--- src/rtl/mdm_pkg.sv ---
// Shared types of the modem-line controller.
package mdm_pkg;
    // RTS source select; encoding is visible at the rts_sel port.
    typedef enum logic [1:0] {
        RTS_SW  = 2'b00,
        RTS_TXB = 2'b01,
        RTS_RXB = 2'b10,
        RTS_OFF = 2'b11
    } rts_src_e;
endpackage

--- src/rtl/mdm_sync.sv ---
// Multi-stage synchronizer for asynchronous pin levels.
// Assumes inputs are quasi-static relative to clk; RST_VAL sets the idle level.
module mdm_sync #(
    parameter int          WIDTH   = 2,
    parameter int          STAGES  = 2,
    parameter logic [WIDTH-1:0] RST_VAL = '1
) (
    input  logic             clk,
    input  logic             rst_n,
    input  logic [WIDTH-1:0] d_async,
    output logic [WIDTH-1:0] q_sync
);
    logic [STAGES-1:0][WIDTH-1:0] chain;

    // Shift the pin level through the flop chain.
    always_ff @(posedge clk) begin
        if (!rst_n) begin
            chain <= {STAGES{RST_VAL}};
        end else begin
            chain[0] <= d_async;
            for (int i = 1; i < STAGES; i++) begin
                chain[i] <= chain[i-1];
            end
        end
    end

    assign q_sync = chain[STAGES-1];
endmodule

--- src/rtl/mdm_rts_gen.sv ---
// Request-to-send generator: picks one of four sources and registers the pin.
// Assumes ser_bit_en is a single-cycle strobe per serial bit.
module mdm_rts_gen
    import mdm_pkg::*;
(
    input  logic     clk,
    input  logic     rst_n,
    input  rts_src_e src,
    input  logic     sw_rts,
    input  logic     tx_idle,
    input  logic     tx_req_pending,
    input  logic     tx_frame_active,
    input  logic     tx_chk_bit,
    input  logic     rx_frame_active,
    input  logic     ser_bit_en,
    output logic     rts_n
);
    logic rts_act_q;
    logic rts_act_d;

    // Next request level for the selected source.
    always_comb begin
        rts_act_d = rts_act_q;
        unique case (src)
            RTS_SW: begin
                if (sw_rts)
                    rts_act_d = 1'b1;
                else if (tx_idle && !tx_req_pending)
                    rts_act_d = 1'b0;
            end
            RTS_TXB: begin
                if (ser_bit_en)
                    rts_act_d = tx_frame_active && !tx_chk_bit;
            end
            RTS_RXB: rts_act_d = rx_frame_active;
            RTS_OFF: rts_act_d = 1'b0;
            default: rts_act_d = 1'b0;
        endcase
    end

    // Hold the request level; reset releases the line.
    always_ff @(posedge clk) begin
        if (!rst_n) rts_act_q <= 1'b0;
        else        rts_act_q <= rts_act_d;
    end

    assign rts_n = ~rts_act_q;
endmodule

--- src/rtl/mdm_cts_mon.sv ---
// CTS monitor: transmit gating and change interrupt from the synchronized level.
// Assumes cts_s is already synchronized to clk.
module mdm_cts_mon (
    input  logic clk,
    input  logic rst_n,
    input  logic cts_s,
    input  logic irq_en,
    input  logic clr,
    output logic tx_enable,
    output logic irq,
    output logic chg
);
    logic cts_prev;
    logic edge_seen;

    assign edge_seen = cts_s ^ cts_prev;

    // Remember the previous level; reset assumes the line is idle high.
    always_ff @(posedge clk) begin
        if (!rst_n) cts_prev <= 1'b1;
        else        cts_prev <= cts_s;
    end

    // Pulse and sticky status on any enabled transition.
    always_ff @(posedge clk) begin
        if (!rst_n) begin
            irq <= 1'b0;
            chg <= 1'b0;
        end else begin
            irq <= irq_en && edge_seen;
            if (irq_en && edge_seen) chg <= 1'b1;
            else if (clr)            chg <= 1'b0;
        end
    end

    assign tx_enable = ~cts_s;
endmodule

--- src/rtl/mdm_coll_det.sv ---
// Collision detector: compares the driven bit with the bus level at bit end.
// Assumes bit time spans at least the synchronizer depth plus one cycle.
module mdm_coll_det (
    input  logic clk,
    input  logic rst_n,
    input  logic bus_mode,
    input  logic bit_en,
    input  logic txd_bit,
    input  logic cxd_s,
    input  logic clr,
    output logic flag
);
    logic hit;

    assign hit = bus_mode && bit_en && txd_bit && !cxd_s;

    // Sticky flag; a new collision wins over a clear.
    always_ff @(posedge clk) begin
        if (!rst_n)   flag <= 1'b0;
        else if (hit) flag <= 1'b1;
        else if (clr) flag <= 1'b0;
    end
endmodule

--- src/rtl/modem_line_ctl.sv ---
// Modem-line controller top: RTS generation, CTS gating/interrupt,
// collision sensing and TXD drive-type select for one serial channel.
// Assumes cts_pin and cxd_pin are asynchronous; all else is clk-synchronous.
module modem_line_ctl
    import mdm_pkg::*;
#(
    parameter int SYNC_STAGES = 2
) (
    input  logic       clk,
    input  logic       rst_n,
    input  logic       sw_rts,
    input  logic [1:0] rts_sel,
    input  logic       cts_irq_en,
    input  logic       cts_clr,
    input  logic       coll_clr,
    input  logic       tx_frame_active,
    input  logic       tx_chk_bit,
    input  logic       tx_idle,
    input  logic       tx_req_pending,
    input  logic       rx_frame_active,
    input  logic       ser_bit_en,
    input  logic       txd_bit,
    input  logic       cts_pin,
    input  logic       cxd_pin,
    output logic       rts_n,
    output logic       tx_enable,
    output logic       cts_irq,
    output logic       cts_chg,
    output logic       coll_flag,
    output logic       txd_od
);
    localparam int NPINS = 2;

    rts_src_e         src;
    logic             bus_mode;
    logic [NPINS-1:0] pins_s;

    assign src      = rts_src_e'(rts_sel);
    assign bus_mode = (src != RTS_SW);
    assign txd_od   = bus_mode;

    mdm_sync #(.WIDTH(NPINS), .STAGES(SYNC_STAGES), .RST_VAL('1)) u_sync (
        .clk(clk), .rst_n(rst_n),
        .d_async({cxd_pin, cts_pin}), .q_sync(pins_s)
    );

    mdm_rts_gen u_rts (
        .clk(clk), .rst_n(rst_n), .src(src), .sw_rts(sw_rts),
        .tx_idle(tx_idle), .tx_req_pending(tx_req_pending),
        .tx_frame_active(tx_frame_active), .tx_chk_bit(tx_chk_bit),
        .rx_frame_active(rx_frame_active), .ser_bit_en(ser_bit_en),
        .rts_n(rts_n)
    );

    mdm_cts_mon u_cts (
        .clk(clk), .rst_n(rst_n), .cts_s(pins_s[0]), .irq_en(cts_irq_en),
        .clr(cts_clr), .tx_enable(tx_enable), .irq(cts_irq), .chg(cts_chg)
    );

    mdm_coll_det u_coll (
        .clk(clk), .rst_n(rst_n), .bus_mode(bus_mode), .bit_en(ser_bit_en),
        .txd_bit(txd_bit), .cxd_s(pins_s[1]), .clr(coll_clr), .flag(coll_flag)
    );
endmodule

--- config.mk ---
export PLATFORM = sky130hd
export DESIGN_NAME = modem_line_ctl
export DESIGN_NICKNAME = d
export VERILOG_FILES = /design/src/rtl/mdm_pkg.sv /design/src/rtl/mdm_sync.sv /design/src/rtl/mdm_rts_gen.sv /design/src/rtl/mdm_cts_mon.sv /design/src/rtl/mdm_coll_det.sv /design/src/rtl/modem_line_ctl.sv
export SDC_FILE = /design/constraint.sdc
export NUM_CORES = 1
export LEC_CHECK = 0
export ABC_AREA = 1
export BUFFER_PORTS_ARGS = -buffer_cell sky130_fd_sc_hd__buf_2
export CORE_AREA = 2 2 39 41
export DETAILED_ROUTE_END_ITERATION = 16
export DIE_AREA = 0 0 41 43
export PLACE_DENSITY_LB_ADDON = 0.15
export SYNTH_ARGS = -nofsm -noshare
export SYNTH_HDL_FRONTEND = slang
export SYNTH_SLANG_ARGS = --single-unit
--- constraint.sdc ---
create_clock -name clk -period 0.8 [get_ports clk]
set_input_delay 0.16 -clock clk [delete_from_list [all_inputs] [get_ports clk]]
set_output_delay 0.16 -clock clk [all_outputs]
set_load 0.02 [all_outputs]
# Word level (Yosys, flattened, before mapping)
# Index checks and enable logic that the tools add are counted.
# classes
addsub	0
mul	0
div	0
order_cmp	0
eq_ne	5
n_shift	0
n_mux	8
bitwise	3
n_reduce_logical	14
# op_table
operator	n
$mux 1	7
$logic_and 1x1->1	6
$reduce_bool 2->1	3
$eq 2x2->1 const B	2
$pmux 1 s4	1
$logic_not 1->1	3
$ne 3x2->1 const B	1
$eq 2x1->1 const B	1
$logic_not 2->1	1
$ne 2x2->1 const B	1
$not 1->1	2
$reduce_and 2->1	1
$xor 1x1->1	1
# word_totals
register_bits	9
latch_bits	0
ramBits	0
rom_bits	0
wordCells	37
n_memories	0

# Logic depth before layout (Yosys ltp)
# Gate-level depths: netlist (run 1).
# logic_depth
ltp_word	5
mapped_depth	7
depth_no_buf	7

# Modules after synthesis
# From an unflattened synthesis (run 1), not the netlist that was laid out.
# hier_totals
cells_unflattened	60
area_unflattened_um2	401.6
# by_module_without_submodules
module	instances	cells_per_inst	area_per_inst_um2	seq_area_each_um2
mdm_sync	1	14	125.1	80.1
mdm_cts_mon	1	14	111.4	60.1
mdm_rts_gen	1	19	92.6	20.0
mdm_coll_det	1	10	61.3	20.0
modem_line_ctl	1	3	11.3	0.0

# Worst setup path before layout (run 1)
# OpenSTA, ideal clock, no wires.
# synth_path
path_type	flip-flop to flip-flop
from	register u_sync.chain (netlist bit u_sync.q_sync[0])
to	register u_cts.chg
setup_time_ns	0.070
arrival_ns	0.623
required_ns	0.730
path_slack_ns	0.108
stages_incl_launch_ff	4
n_path_buf	0
synth_period_minus_slack_ns	0.692
cell_sequence	dfxtp_1 > xor2_1 > nand2_1 > a21oi_1
# synth_between
elab_chain_cells	3
word_cells_on_any_way	4
cone_classes	mux: 1; bitwise: 1; reduce/logical: 2
# synth_rtl
item	line	rtl
start: declaration	mdm_sync.sv:13	logic [STAGES-1:0][WIDTH-1:0] chain;
start signal: assignment	mdm_sync.sv:18	chain <= {STAGES{RST_VAL}};
start signal: indexed assignment	mdm_sync.sv:22	chain[i] <= chain[i-1];
$xor 1x1->1 (*)	mdm_cts_mon.sv:16	assign edge_seen = cts_s ^ cts_prev;
$logic_and 1x1->1 (*)	mdm_cts_mon.sv:31	if (irq_en && edge_seen) chg <= 1'b1;
$mux 1 / $reduce_bool 2->1 (equally long branches)	--	
end signal: assignment	mdm_cts_mon.sv:28	chg <= 1'b0;
end signal: assignment	mdm_cts_mon.sv:31	
end signal: assignment	mdm_cts_mon.sv:32	else if (clr) chg <= 1'b0;
end: declaration	mdm_cts_mon.sv:11	output logic chg
# Every way passes the cells marked *; elsewhere a longest branch is shown, timed or not.
# A chain may end at the register's enable or synchronous reset.

# Final worst setup path (run 1)
# layout_path
from	register u_sync.chain (netlist bit u_sync.q_sync[0])
to	output tx_enable
# layout_between
elab_chain_cells	1
# layout_rtl
item	line	rtl
$not 1->1	mdm_cts_mon.sv:36	assign tx_enable = ~cts_s;
end: declaration	modem_line_ctl.sv:26	output logic tx_enable,
# No other way between the ends.

==> results of run 1 <==
## worst paths after layout
kind	endpoint	slack [ns]	cells past startpoint
worst max-delay path	tx_enable	-0.1	2
worst min-delay path	u_sync.chain[1]	0.09	2
worst max register to register	u_cts.chg	-0.07	4
worst min register to register	u_sync.q_sync[0]	0.41	1
## routing by layer
layer	wire length, um	track usage, %
met4	5	8.00
met3	67	3.14
met2	312	10.6
met1	325	10.7
met5	0	0
## worst max-delay path, cell delays in order (launching register included)
cell     delay (ns)
dfxtp_2        0.33
inv_2          0.04
buf_6          0.12
## flip-flops by register name, indices dropped and copies added, names as in the netlist
name / flops
u_cts.chg: 1
u_sync.q_sync: 2
u_cts.irq: 1
u_cts.cts_prev: 1
u_rts.rts_act_q: 1
u_coll.flag: 1
u_sync.chain: 2
## power breakdown
part	internal, mW	total (mW)	switching, mW	leakage (nW)
combinational	0.0904	0.165	0.0748	0.233
sequential	0.469	0.476	0.00673	0.0754
clock	0.191	0.338	0.146	0.0150
total	0.751	0.978	0.228	0.323
## cell families after synthesis
logic type / count (synthesis)
buf+inv: 11
simple gates: 26
flops: 9
xor+xnor: 1
compound gates: 2
## placed cells by master, fill, tap and decap left out
master,count
nand3_1,4
buf_6,5
xor2_1,1
buf_4,6
dfxtp_2,5
or2_2,4
inv_2,2
inv_1,9
dfxtp_1,4
buf_2,17
a21oi_1,2
clkbuf_1,1
nor2_1,5
clkbuf_4,3
nor2_4,1
nand2_1,11
nor2_2,1
## metrics by stage
step	instances	worst slack, ns	hold slack, ns	power [mW]	util, %
detailed placement	88	-0.0296	0.348	0.614	35.8
floorplan	49	0.108	0.230	0.548	-
global route	97	-0.132	0.0749	1.04	43.5
global placement	88	-0.0176	0.346	0.613	35.8
finish	97	-0.0983	0.0871	0.978	43.5
CTS	95	-0.109	0.0784	0.988	42.0
## area by class of cell
type	count	area (sq um)	area share [%]
Clock buffer	4	26.3	4.37
Inverter	11	41.3	6.86
Multi-Input combinational cell	29	141	23.5
Sequential cell	9	186	31.0
Tap cell	16	20.0	3.33
Timing Repair Buffer	28	186	31.0
## what timing repair did
item | in CTS | in global routing
resized for setup | 17 | 1
pin swaps | 0 | 1
hold endpoints to repair | 0 | 0
setup buffers | 3 | 2
setup endpoints to repair | 6 | 8
==> flow_summary_export.csv, run 1 <==
group,metric,value,unit
run_status,status,"finished with violations",
run_status,failed_checks,"setup timing",
floorplan,die_y,43,um
power,irDropWorstVdd,827,uV
synth,ys.flop_type,"dfxtp_1",
sta,finalClockSkew,0.00494,ns
synth,yosysSeqAreaShare,50.3,%
drt,drc,0,
worst_setup_path,startpoint,"u_sync.q_sync[0]",
worst_setup_path,critPathKind,"flop to output pin",
synth,async_flop_share,0,%
placed_design,placed_cell_area,495,sq um
clocking,h-tree-depth,1,
cells_and_area,nets,99,
synth,yosysTopAreaCellShare,50.3,%
worst_setup_path,required,0.64,ns
synth,syn_nets,66,
placed_design,io_buffers,22,
synth,synth-xor-area-share,2.45,%
job,cap_violations,0,
floorplan,die-width,41,um
min_path,min_path_type,"input port to flop",
clocking,cts_tree,"built",
sta,finalWorstSetupSlack,-0.0983,ns
placed_design,gp_congestion,0.571,
sta,worst_slew_pin_slew,0.156,ns
drt,num_vias,376,
floorplan,ioPinCount,23,
sta,relSlewSlack,89.6,%
global_routing,grt_pass1_wl,986,um
sta,slew_viol_final,0,
clocking,root_buffer,"clkbuf_4",
worst_setup_path,critPathArrivalTime,0.74,ns
clocking,clk_path_buf_depth,2,
synth,synth.avg_cell_area,7.30,sq um
floorplan,start_util,25.9,%
sta,hold_viol_final,0,
synth,synthTopCellsByArea,"dfxtp_1 50%, inv_1 12%, nand2_1 12%, or2_2 7.0%, nand3_1 5.6%",
clocking,insertion_delay,0.25,ns
clocking,cts_hold_buf,0,
synth,synth_top_family_by_area,"simple AND/OR/NAND/NOR gates",
drt,wl_per_cell,7.32,um
min_path,hold_start,"cxd_pin",
floorplan,die_area,0.00176,sq mm
synth,ys_ff_latch,9,
sta,period_needed,0.898,ns
sta,fmax,1110,MHz
synth,synthAdderAreaFrac,0,%
drt,dr.pass1.iters,2,
synth,synth_edf_count,0,
placed_design,place_hpwl,519,um
sta,period_share,112,%
floorplan,design.core.area,0.00138,sq mm
drt,detail_route.iter0.violations,2,
global_routing,grt_max_degree,7,
sta,rsz0062_at_grt,"true",
drt,avgViaCountPerCell,3.88,
floorplan,rows,14,
synth,yosys_warnings,0,
drt,ant_nets,0,
synth,synth_simple_gate_area_share,32.9,%
global_routing,antenna_found_initial,0,
synth,syn_area,358,sq um
worst_setup_path,worst-path-max-fanout,2,
power,p_per_area,1630,mW/mm^2
synth,synthTopCellsByCount,"11 x inv_1, 11 x nand2_1, 9 x dfxtp_1, 5 x nor2_1",
global_routing,gr-usage-all-layers,8.57,%
global_routing,grt_pass1_vias,278,
synth,syn_inst,49,
cells_and_area,fill_cells,154,
synth,synth_mux_area_share,0,%
clocking,cts.sinks,9,
worst_setup_path,setup.worst_path.start_class,"flop",
sta,setup_viol,8,
global_routing,grt-ovfl-total,0,
sta,setup_tns,-0.426,ns
clocking,path_clk_slew,0.06,ns
power,leakagePower,0.323,nW
synth,synth_area_leader_cell,"dfxtp_1",
cells_and_area,area_growth,68.2,%
cells_and_area,layout-drive-gt1-share,54.3,%
cells_and_area,design_area,602,sq um
synth,synth_cell_types,9,
synth,synth-compound-area-share,2.80,%
drt,wl,710,um
cells_and_area,n_antenna_cell,0,
clocking,cts_buffers,3,
worst_setup_path,r2r_start,"u_sync.q_sync[0]",
worst_setup_path,end_kind,"output pin",
(Power assumes the default switching activity.)
==> run 2: changes to the inputs <==
==> constraint.sdc (replaced) <==
create_clock -name clk -period 0.93 [get_ports clk]
set_input_delay 0.186 -clock clk [delete_from_list [all_inputs] [get_ports clk]]
set_output_delay 0.186 -clock clk [all_outputs]
set_load 0.02 [all_outputs]
==> flow_summary_export.csv, run 2 (synthesis gave the netlist of run 1 again) <==
group,metric,value,unit
floorplan,die-width,41,um
power,leakagePower,0.299,nW
floorplan,die_area,0.00176,sq mm
sta,worst_slew_pin_slew,0.175,ns
power,netSwitchingFraction,22.4,%
clocking,path_clk_slew,0.06,ns
global_routing,antenna_found_initial,0,
clocking,insertion_delay,0.25,ns
clocking,clk_path_buf_depth,2,
floorplan,die_y,43,um
worst_setup_path,end_kind,"output pin",
clocking,cts.sinks,9,
drt,wl,645,um
drt,detail_route.iter0.violations,4,
power,internal_power,631,uW
clocking,cts_tree,"built",
clocking,root_buffer,"clkbuf_4",
drt,ant_nets,0,
global_routing,grt_pass1_wl,855,um
worst_setup_path,cpPeakStageDelay,0.33,ns
cells_and_area,layout-drive-gt1-share,51.3,%
clocking,cts_hold_buf,0,
floorplan,ioPinCount,23,
sta,slew_viol_final,0,
worst_setup_path,worst-path-max-fanout,2,
global_routing,grt-ovfl-total,0,
drt,avgViaCountPerCell,3.86,
cells_and_area,nets,94,
worst_setup_path,required,0.74,ns
sta,setup_tns,0,ns
sta,period_needed,0.926,ns
worst_setup_path,setup.worst_path.start_class,"flop",
run_status,status,"complete, no violations",
worst_setup_path,critPathKind,"flop to output pin",
cells_and_area,final_common_cell,"buf_2",
sta,rsz0062_at_grt,"true",
sta,finalWorstSetupSlack,0.00428,ns
cells_and_area,area_growth,56.3,%
placed_design,io_buffers,22,
sta,relSlewSlack,88.3,%
power,combPwrFrac,15.1,%
floorplan,design.core.area,0.00138,sq mm
global_routing,gr-usage-all-layers,7.59,%
sta,hold_viol_final,0,
power,p_per_area,1450,mW/mm^2
drt,wl_per_cell,7.01,um
cells_and_area,final_core_util,40.4,%
cells_and_area,n_antenna_cell,0,
placed_design,post-place-ws,0.0602,ns
sta,setup_viol,0,
placed_design,place_hpwl,509,um
min_path,min_path_type,"input port to flop",
sta,period_share,99.5,%
worst_setup_path,crit_path_top_delay_cell,"dfxtp_2",
drt,dr.pass1.iters,2,
power,p_sw,182,uW
floorplan,start_util,25.9,%
job,cap_violations,0,
power,pwr-share-seq,50.4,%
sta,fmax,1080,MHz
floorplan,rows,14,
cells_and_area,final_cell_mix,"18 x buf_2, 11 x nand2_1, 9 x inv_1, 5 x nor2_1, 5 x dfxtp_1",
drt,drc,0,
worst_setup_path,critPathArrivalTime,0.74,ns
sta,finalClockSkew,0.00230,ns
clocking,cts_buffers,3,
clocking,h-tree-depth,1,
global_routing,grt_pass1_vias,267,
drt,num_vias,355,
placed_design,gp_congestion,0.578,
global_routing,grt_max_degree,8,
power,irDropWorstVdd,695,uV
power,clkPwrFrac,34.6,%
worst_setup_path,crit_chain,"inv_2, buf_6",
## run 2: cell count changes in the layout (fill, tap and decap cells not counted), sizes merged
cell and delta:
buf -5
## run 2: power by group through the flow
stage	combinational [mW]	clock, mW	sequential (mW)
after floorplan	0.0535	0	0.418
after global placement	0.109	0	0.415
after detailed placement	0.110	0	0.415
after CTS	0.122	0.298	0.407
after global routing	0.139	0.325	0.410
final	0.122	0.281	0.409
## run 2: layer usage
| metal | global-route usage [%] | up-vias | part of all wire [%] |
|---|---|---|---|
| met4 | 8.00 | 0 | 0.78 |
| met3 | 3.66 | 2 | 13 |
| li1 | - | 197 | - |
| met1 | 6.60 | 140 | 43 |
| met5 | 0 | - | 0 |
| met2 | 11.3 | 16 | 44 |
## run 2: what timing repair did
item | CTS | global route
setup buffers | 1 | 0
resized for setup | 8 | 7
setup endpoints to repair | 3 | 4
## run 2: critical path: cells and delay by family (launching register included)
kind                   cells  cell delay [ns]
flip-flops                 1             0.33
buffers and inverters      2             0.16
## run 2: final timing paths
check	from	end	slack, ns	depth (start not counted)
max	u_sync.q_sync[0]	tx_enable	0.004	2
max reg2reg	u_sync.q_sync[0]	u_cts.chg	0.09	4
min reg2reg	u_sync.chain[1]	u_sync.q_sync[1]	0.41	1
min	cts_pin	u_sync.chain[0]	0.12	2
## run 2: area by class of cell
cell class / count / area [sq um]
timing repair buffer: 23 / 143
tap: 16 / 20.0
clock buffer: 4 / 26.3
sequential: 9 / 185
inverter: 11 / 41.3
fill: 151 / 825
multi-input combinational: 29 / 144
## run 2: through the flow
step / hold slack, ns / power, mW / cell area [sq um] / instances
5_1_grt: 0.106 / 0.874 / 559 / 92
3_3_place_gp: 0.372 / 0.524 / 488 / 87
4_1_cts: 0.109 / 0.827 / 538 / 92
2_1_floorplan: 0.256 / 0.472 / 358 / 49
3_5_place_dp: 0.374 / 0.525 / 488 / 87
6_report: 0.117 / 0.813 / 559 / 92
